===== src/rtl/ssp_pkg.sv =====
package ssp_pkg;
  localparam int CHAR_BITS = 8;
  localparam int EDGES_PER_CHAR = 2 * CHAR_BITS;
  typedef logic [CHAR_BITS-1:0] char_t;
endpackage


===== src/rtl/ssp_fifo.sv =====
module ssp_fifo #(
  parameter int W     = 8,
  parameter int DEPTH = 16,
  localparam int AW   = (DEPTH > 1) ? $clog2(DEPTH) : 1,
  localparam int CW   = $clog2(DEPTH + 1)
) (
  input  logic          clk,
  input  logic          rst,
  input  logic          wr,
  input  logic [W-1:0]  wdata,
  input  logic          rd,
  output logic [W-1:0]  rdata,
  output logic [CW-1:0] count,
  output logic          full,
  output logic          empty
);
  logic [W-1:0]  mem [DEPTH];
  logic [AW-1:0] wptr, rptr;
  logic          do_wr, do_rd;

  assign full  = (count == CW'(DEPTH));
  assign empty = (count == '0);
  assign do_wr = wr && !full;
  assign do_rd = rd && !empty;
  assign rdata = mem[rptr];

  always_ff @(posedge clk) begin
    if (do_wr) mem[wptr] <= wdata;
  end

  always_ff @(posedge clk) begin
    if (rst) begin
      wptr  <= '0;
      rptr  <= '0;
      count <= '0;
    end else begin
      if (do_wr) wptr <= (wptr == AW'(DEPTH - 1)) ? '0 : wptr + AW'(1);
      if (do_rd) rptr <= (rptr == AW'(DEPTH - 1)) ? '0 : rptr + AW'(1);
      case ({do_wr, do_rd})
        2'b10:   count <= count + CW'(1);
        2'b01:   count <= count - CW'(1);
        default: count <= count;
      endcase
    end
  end
endmodule


===== src/rtl/ssp_clkgen.sv =====
module ssp_clkgen #(
  parameter int DIV_W = 8
) (
  input  logic             clk,
  input  logic             rst,
  input  logic             ext_mode,
  input  logic             halt,
  input  logic             start_ok,
  input  logic [DIV_W-1:0] half_div,
  input  logic             ser_clk_i,
  output logic             ser_clk_o,
  output logic             fall_p,
  output logic             rise_p
);
  import ssp_pkg::*;
  localparam int ECW = $clog2(EDGES_PER_CHAR);

  logic [2:0]       sync_q;
  logic             ext_fall, ext_rise;
  logic             busy, sck_q, int_fall, int_rise;
  logic [DIV_W-1:0] tick_cnt;
  logic [ECW-1:0]   edge_cnt;

  // two-flop synchronizer plus one history stage for edge detection
  always_ff @(posedge clk) begin
    if (rst) sync_q <= 3'b111;
    else     sync_q <= {sync_q[1:0], ser_clk_i};
  end
  assign ext_fall = sync_q[2] & ~sync_q[1];
  assign ext_rise = ~sync_q[2] & sync_q[1];

  always_ff @(posedge clk) begin
    if (rst) begin
      busy     <= 1'b0;
      sck_q    <= 1'b1;
      int_fall <= 1'b0;
      int_rise <= 1'b0;
      tick_cnt <= '0;
      edge_cnt <= '0;
    end else begin
      int_fall <= 1'b0;
      int_rise <= 1'b0;
      if (halt || ext_mode) begin
        busy  <= 1'b0;
        sck_q <= 1'b1;
      end else if (!busy) begin
        // one idle cycle after a character lets the receive count settle
        if (start_ok && !int_rise) begin
          busy     <= 1'b1;
          tick_cnt <= '0;
          edge_cnt <= '0;
        end
      end else if (tick_cnt == half_div) begin
        tick_cnt <= '0;
        sck_q    <= ~sck_q;
        edge_cnt <= edge_cnt + ECW'(1);
        if (sck_q) int_fall <= 1'b1;
        else       int_rise <= 1'b1;
        if (edge_cnt == ECW'(EDGES_PER_CHAR - 1)) busy <= 1'b0;
      end else begin
        tick_cnt <= tick_cnt + DIV_W'(1);
      end
    end
  end

  assign ser_clk_o = sck_q;
  assign fall_p    = ext_mode ? ext_fall : int_fall;
  assign rise_p    = ext_mode ? ext_rise : int_rise;
endmodule


===== src/rtl/sync_serial_port.sv =====
module sync_serial_port #(
  parameter int DIV_W  = 8,
  parameter int DEPTH  = 16,
  localparam int CNT_W = $clog2(DEPTH + 1)
) (
  input  logic             clk,
  input  logic             rst,
  input  logic             tx_en,
  input  logic             rx_en,
  input  logic             ext_clk_sel,
  input  logic [DIV_W-1:0] half_div,
  input  logic [CNT_W-1:0] rx_thresh,
  input  logic             tx_wr,
  input  logic [7:0]       tx_data,
  output logic             tx_full,
  input  logic             rx_rd,
  output logic [7:0]       rx_data,
  output logic [CNT_W-1:0] rx_count,
  output logic             rx_overrun,
  input  logic             overrun_clr,
  input  logic             ser_clk_i,
  output logic             ser_clk_o,
  output logic             ser_clk_oe,
  output logic             ser_dout,
  input  logic             ser_din
);
  import ssp_pkg::*;

  logic             src_ext, halt, start_ok, fall_p, rise_p;
  logic             tx_empty, tx_pop, rx_full, rx_empty, rx_push;
  logic [CNT_W-1:0] tx_count;
  char_t            tx_head, tx_sh, rx_sh, rx_word;
  logic [2:0]       bit_idx;
  logic             dout_q, ovr_q;

  assign halt = !tx_en && !rx_en;

  // clock source is latched only while both directions are off
  always_ff @(posedge clk) begin
    if (rst)       src_ext <= 1'b0;
    else if (halt) src_ext <= ext_clk_sel;
  end
  assign ser_clk_oe = ~src_ext;

  assign start_ok = (tx_en && !tx_empty) ||
                    (rx_en && !tx_en && (rx_count < rx_thresh));

  ssp_clkgen #(.DIV_W(DIV_W)) u_clk (
    .clk       (clk),
    .rst       (rst),
    .ext_mode  (src_ext),
    .halt      (halt),
    .start_ok  (start_ok),
    .half_div  (half_div),
    .ser_clk_i (ser_clk_i),
    .ser_clk_o (ser_clk_o),
    .fall_p    (fall_p),
    .rise_p    (rise_p)
  );

  ssp_fifo #(.W(CHAR_BITS), .DEPTH(DEPTH)) u_txq (
    .clk   (clk),
    .rst   (rst),
    .wr    (tx_wr),
    .wdata (tx_data),
    .rd    (tx_pop),
    .rdata (tx_head),
    .count (tx_count),
    .full  (tx_full),
    .empty (tx_empty)
  );

  assign tx_pop  = fall_p && (bit_idx == 3'd0) && tx_en && !tx_empty;
  assign rx_word = {ser_din, rx_sh[CHAR_BITS-1:1]};
  assign rx_push = rise_p && rx_en && (bit_idx == 3'd7);

  ssp_fifo #(.W(CHAR_BITS), .DEPTH(DEPTH)) u_rxq (
    .clk   (clk),
    .rst   (rst),
    .wr    (rx_push),
    .wdata (rx_word),
    .rd    (rx_rd),
    .rdata (rx_data),
    .count (rx_count),
    .full  (rx_full),
    .empty (rx_empty)
  );

  always_ff @(posedge clk) begin
    if (rst) begin
      bit_idx <= '0;
      tx_sh   <= '0;
      rx_sh   <= '0;
      dout_q  <= 1'b1;
      ovr_q   <= 1'b0;
    end else begin
      if (halt)        bit_idx <= '0;
      else if (rise_p) bit_idx <= bit_idx + 3'd1;

      if (!tx_en) begin
        tx_sh  <= '0;
        dout_q <= 1'b1;
      end else if (fall_p) begin
        if (bit_idx == 3'd0) begin
          if (!tx_empty) begin
            dout_q <= tx_head[0];
            tx_sh  <= {1'b1, tx_head[CHAR_BITS-1:1]};
          end else begin
            dout_q <= 1'b1;
            tx_sh  <= '1;
          end
        end else begin
          dout_q <= tx_sh[0];
          tx_sh  <= {1'b1, tx_sh[CHAR_BITS-1:1]};
        end
      end

      if (rise_p && !halt) rx_sh <= rx_word;

      if (rx_push && rx_full) ovr_q <= 1'b1;
      else if (overrun_clr)   ovr_q <= 1'b0;
    end
  end

  assign ser_dout   = dout_q;
  assign rx_overrun = ovr_q;
endmodule


===== config.mk =====
export PLATFORM = sky130hd
export DESIGN_NAME = sync_serial_port
export DESIGN_NICKNAME = d
export VERILOG_FILES = /design/src/rtl/ssp_pkg.sv /design/src/rtl/ssp_fifo.sv /design/src/rtl/ssp_clkgen.sv /design/src/rtl/sync_serial_port.sv
export SDC_FILE = /design/constraint.sdc
export NUM_CORES = 1
export LEC_CHECK = 0
export ABC_CLOCK_PERIOD_IN_PS = 5650
export BUFFER_PORTS_ARGS = -buffer_cell sky130_fd_sc_hd__buf_2
export CAP_MARGIN = 20
export CORE_AREA = 2 2 205 106
export CTS_CLUSTER_SIZE = 25
export DETAILED_ROUTE_END_ITERATION = 10
export DIE_AREA = 0 0 207 108
export PLACE_DENSITY = 0.93
export SKIP_CTS_REPAIR_TIMING = 1
export SYNTH_ARGS = -nofsm -noshare
export SYNTH_HDL_FRONTEND = slang
export SYNTH_SLANG_ARGS = --single-unit

===== constraint.sdc =====
create_clock -name clk -period 5.65 [get_ports clk]
set_input_delay 1.4125 -clock clk [delete_from_list [all_inputs] [get_ports clk]]
set_output_delay 1.4125 -clock clk [all_outputs]
set_load 0.02 [all_outputs]

; After elaboration in Yosys (flattened, before gate mapping)
; Memory sizes are Yosys's and may differ from the RTL's. A register that Yosys moved wholly into a read port is not among the register bits.
; Cells that the tools add are included.
; W data, S select, Z words.
[word_totals]
in_bits = 31
wordCells = 131
register_bits = 67
n_memories = 2
ramBits = 256
[memory_table]
columns = memory, depth, width, read_ports, rd_ports_with_merged_regs, write_ports, line
row1 = u_rxq.mem, 16, 8, 1, 1, 1, ssp_fifo.sv:17  ; logic [W-1:0] mem [DEPTH];
row2 = u_txq.mem, 16, 8, 1, 1, 1, ssp_fifo.sv:17
[classes]
muxes = 34
n_bitwise = 10
n_reduce_logical = 40
n_addsub = 11
n_eq_ne = 14
magnitude_cmp = 1
[op_table]
columns = op, count
row1 = $mux W4, 11
row2 = $mux W8, 4
row3 = $add A4 B1 Y4 const B, 5
row4 = $eq A4 B4 Y1 const B, 5
row5 = $pmux W5 S2, 2
row6 = $logic_and A1 B1 Y1, 16
row7 = $mux W1, 16
row8 = $add A5 B1 Y5 const B, 2
row9 = $eq A5 B5 Y1 const B, 2
row10 = $logic_not A5 Y1, 2
row11 = $sub A5 B1 Y5 const B, 2
row12 = $add A8 B1 Y8 const B, 1
row13 = $eq A8 B8 Y1, 1
row14 = $logic_not A1 Y1, 8
row15 = $not A1 Y1, 8
row16 = $reduce_bool A2 Y1, 4
row17 = $mux W7, 1
row18 = $reduce_or A2 Y1, 3
row19 = $lt A5 B5 Y1, 1
row20 = $eq A2 B1 Y1 const B, 2
row21 = $eq A2 B2 Y1 const B, 2
row22 = $reduce_and A2 Y1, 2
row23 = $reduce_or A4 Y1, 1
row24 = $add A3 B1 Y3 const B, 1
row25 = 6 further kinds, 8

; Depth between registers and ports, before layout
[depth]
depth_word = 9
mapped_depth = 16
depth_no_buf = 14

; Modules after synthesis
; Synthesis repeated with hierarchy kept, for this count alone.
[unflattened]
hier_cells = 821
hier_area_um2 = 13825.8
[by_module_without_submodules]
columns = module, area_per_inst_um2, seq_area_each_um2, cells_per_inst, instances
row1 = ssp_fifo, 5900.7, 4184.0, 297, 2
row2 = ssp_clkgen, 1012.2, 380.4, 113, 1
row3 = sync_serial_port, 1012.2, 420.4, 114, 1

; Least setup slack after synthesis
; Ideal clock, no wire load.
[synth_timing]
path_type = input to register
start = in tx_wr
end = reg u_txq.count[4]
t_arrival_ns = 3.520
path_buffers = 2
required_ns = 5.580
path_stages = 13
path_slack_ns = 2.059
setup_time_ns = 0.070
cell_sequence = and2_1 clkbuf_1 inv_1 ha_1 clkbuf_1 xor2_1 ha_1 a21boi_0 o211ai_1 a21oi_1 a31oi_1 or3_1 a21oi_1
[synth_between]
elab_chain_len = 3
[synth_lines]
columns = item, line
row1 = "start, declared", sync_serial_port.sv:13  ; input logic tx_wr,
row2 = $logic_and A1 B1 Y1 *, ssp_fifo.sv:23  ; assign do_wr = wr && !full;
row3 = $eq A2 B1 Y1 or $eq A2 B2 Y1 (tied branches), ssp_fifo.sv:39  ; case ({do_wr, do_rd})
row4 = $pmux W5 S2 or $reduce_bool A2 Y1 (tied branches), --
row5 = "end signal, assigned", ssp_fifo.sv:40  ; 2'b10: count <= count + CW'(1);
row6 = "end signal, assigned", ssp_fifo.sv:41  ; 2'b01: count <= count - CW'(1);
row7 = "end signal, assigned", ssp_fifo.sv:42  ; default: count <= count;
row8 = "end, declared", ssp_fifo.sv:13  ; output logic [CW-1:0] count,
; Mark *: on every way between the ends. The rest lies on a longest branch, timed or not.
; A chain may end at the register's enable or synchronous reset.

==> flow_summary.json <==
{
  "post-synth-top-area-cell": "edfxtp_1",
  "clockBufferDepth": 3,
  "synth_xor_area_frac": 0.0169,
  "hold_viol": 0,
  "period_needed_ns": 4.41,
  "synth_mux_area_frac": 0.146,
  "grt_pass1_wl_um": 42300,
  "power_switching_mw": 0.935,
  "endpoint_kind": "output pin",
  "design_area_mm2": 0.0149,
  "syn_inst": 826,
  "layout-drive-gt1-share": 0.231,
  "period_share": 0.781,
  "crit_required_ns": 4.24,
  "track_usage": 0.253,
  "final_cell_mix": "edfxtp_1, nor2_1, mux4_2",
  "critical_path_class": "reg2out",
  "p_per_area_mw_per_mm2": 317,
  "ys_top_cells_by_area": "edfxtp_1, mux4_2, dfxtp_1",
  "fp.dieW_um": 207,
  "diodes": 0,
  "finClkSkew_ns": 0.0247,
  "overflow": 0,
  "cp.arrival_ns": 3.00,
  "rows": 37,
  "grt_max_degree": 44,
  "drv_cap": 0,
  "ys.flop_type": "edfxtp_1",
  "p_clk_frac": 0.421,
  "dp_hpwl_um": 17300,
  "timing.slew.headroom": 0.262,
  "critPathBufInv": 2,
  "crit_fanout": 21,
  "dieArea_mm2": 0.0224,
  "vias_per_cell": 6.30,
  "synth_area_mm2": 0.0135,
  "slew_violations": 0,
  "die_h_um": 108,
  "synth_top_family_by_area": "multiplexers",
  "syn2layout_area_growth_pct": 10.9,
  "htreeDepth": 1,
  "rsz0062_at_grt": "false",
  "path_delay_family": "multiplexers",
  "synth-async-reset-ratio": 0,
  "critical-path-slowest-cell": "dfxtp_2",
  "setup_tns_ns": 0,
  "whs_ns": 0.449,
  "synth_compound_area_frac": 0.0396,
  "drc": 0,
  "start_util": 0.660,
  "p_int_mw": 3.79,
  "status": "finished, final reports clean",
  "ant_nets": 0,
  "hp-class": "reg2reg",
  "p_sw_frac": 0.198,
  "wl_um": 27400,
  "seqPwrFrac": 0.556,
  "synth-simple-area-share": 0.0734,
  "dp.cells": 1122,
  "core_area_mm2": 0.0204,
  "layout_commonest_cell": "edfxtp_1",
  "finalCoreUtilization": 0.732,
  "finalNetCount": 935,
  "port_buffers": 48,
  "gp_congestion": 0.791,
  "first_global_vias": 7480,
  "max_stage_delay_ns": 0.82,
  "synth_warnings": 0,
  "cts_made_buffers": 27,
  "post_layout_nonfiller_instances": 1172,
  "clkSinkCount": 330,
  "ys_ff_latch": 330,
  "grt_antenna_before_repair": 0,
  "dr.first_iter.drc_count": 700,
  "vias": 7386,
  "cp_common_cell": "mux4_2",
  "dr.pass1.iters": 7,
  "synth_edf_count": 256,
  "wire_per_inst_um": 23.4,
  "ys_types": 58,
  "path_cells": "buf_4 -> mux4_2 -> mux4_2 -> buf_2",
  "io_pins": 49,
  "worstMarginPinSlew_ns": 1.10,
  "leakagePower_nw": 4.77,
  "start_kind": "flop",
  "p_comb_frac": 0.024,
  "clock-root-buffer": "clkbuf_16",
  "clk_latency_ns": 0.56,
  "fmax_ghz": 0.227,
  "peakVddDrop_uv": 242,
  "syn_area_per_cell_um2": 16.3,
  "clkTransAtPathRegs_ns": 0.07,
  "setup_viol": 0,
  "dpl_cell_area_mm2": 0.0140,
  "synth.yosys.seq_area_share": 0.682,
  "cts_tree": "done",
  "fillers": 1182,
  "synth.top_cell.area_share": 0.571,
  "synth_nets": 883,
  "synth_fa_ha_area_frac": 0.0242
}
==> logic make-up (layout without fill, tap and decap cells) <==
family / Yosys count / count (layout)
AOI/OAI and AO/OA: 84 / 84
muxes: 97 / 97
adders and majority gates: 26 / 26
xor gates and xnor gates: 26 / 26
DFF: 330 / 330
buffers and inverters: 61 / 134
and+or+nand+nor: 202 / 202
==> path summary, 6_finish.rpt <==
check,start,endpoint,slack [ns],cells after the start
max,flop,rx_data[1],1.24,4
min,u_clk.ser_clk_o,u_clk.int_rise,0.45,1
max reg2reg,bit_idx[0],u_txq.count[4],1.83,14
min reg2reg,u_clk.ser_clk_o,u_clk.int_rise,0.45,1
==> state kept, by name (all words and copies together), names as in the netlist, 5 cells and up, named ones only <==
| register | cells |
|---|---|
| rx_sh | 7 |
| u_txq.count | 5 |
| u_clk.tick_cnt | 8 |
| tx_sh | 8 |
| u_rxq.count | 5 |
| u_txq.mem | 128 |
| u_rxq.mem | 128 |
==> final cells by class <==
| class | count | area [um^2] | share of cell area |
|---|---|---|---|
| clock buffers | 32 | 714 | 0.0479 |
| clock inverters | 18 | 225 | 0.0151 |
| inverters | 24 | 90.1 | 0.00604 |
| multi-input cells | 435 | 4050 | 0.272 |
| flip-flops and latches | 330 | 9170 | 0.615 |
| well taps | 273 | 342 | 0.0229 |
| repair buffers | 60 | 325 | 0.0218 |
==> per-layer routing <==
metal	wire length, um	global-route usage	up-vias
li1	-	-	3297
met1	10600	0.312	3759
met2	14500	0.463	276
met3	1710	0.0505	54
met4	682	0.0724	0
met5	0	0	-
==> cell usage after synthesis (2+ instances only) <==
| cell type | instances |
|---|---|
| o22ai_1 | 2 |
| a211oi_1 | 2 |
| nor2b_1 | 7 |
| or2_2 | 5 |
| mux2i_1 | 18 |
| o21bai_1 | 2 |
| ha_1 | 26 |
| clkbuf_1 | 22 |
| nor2_2 | 3 |
| a31oi_1 | 7 |
| and3_1 | 2 |
| buf_1 | 3 |
| xnor2_1 | 13 |
| buf_2 | 10 |
| o311ai_0 | 2 |
| dfxtp_1 | 74 |
| o21ai_0 | 17 |
| o211ai_1 | 3 |
| nor3_1 | 16 |
| and3b_1 | 2 |
| a21o_1 | 2 |
| xor2_1 | 13 |
| and2_1 | 5 |
| o31ai_1 | 3 |
| nand2_1 | 38 |
| edfxtp_1 | 256 |
| nor4_1 | 14 |
| a21oi_1 | 32 |
| mux4_2 | 79 |
| inv_1 | 23 |
| or4_1 | 3 |
| nor2_1 | 79 |
| nand4_1 | 3 |
| nand2b_1 | 3 |
| or3_1 | 8 |
| nand3_1 | 7 |
==> stage by stage <==
step                power [mW]  setup WS (ns)
CTS                       4.75           1.14
global placement          2.78           1.87
detailed placement        2.79           1.77
global route              4.85           1.03
finish                    4.72           1.24
floorplan                 2.74           2.06
==> power by group through the flow <==
stage	Clock (mW)	Sequential (mW)	Combinational, mW
after floorplan	0	2.67	0.0698
after global placement	0	2.68	0.102
after detailed placement	0	2.68	0.111
after CTS	2.01	2.62	0.112
after global routing	2.10	2.62	0.122
final	1.99	2.62	0.112
Note: power is estimated with default switching activity, not from simulation.
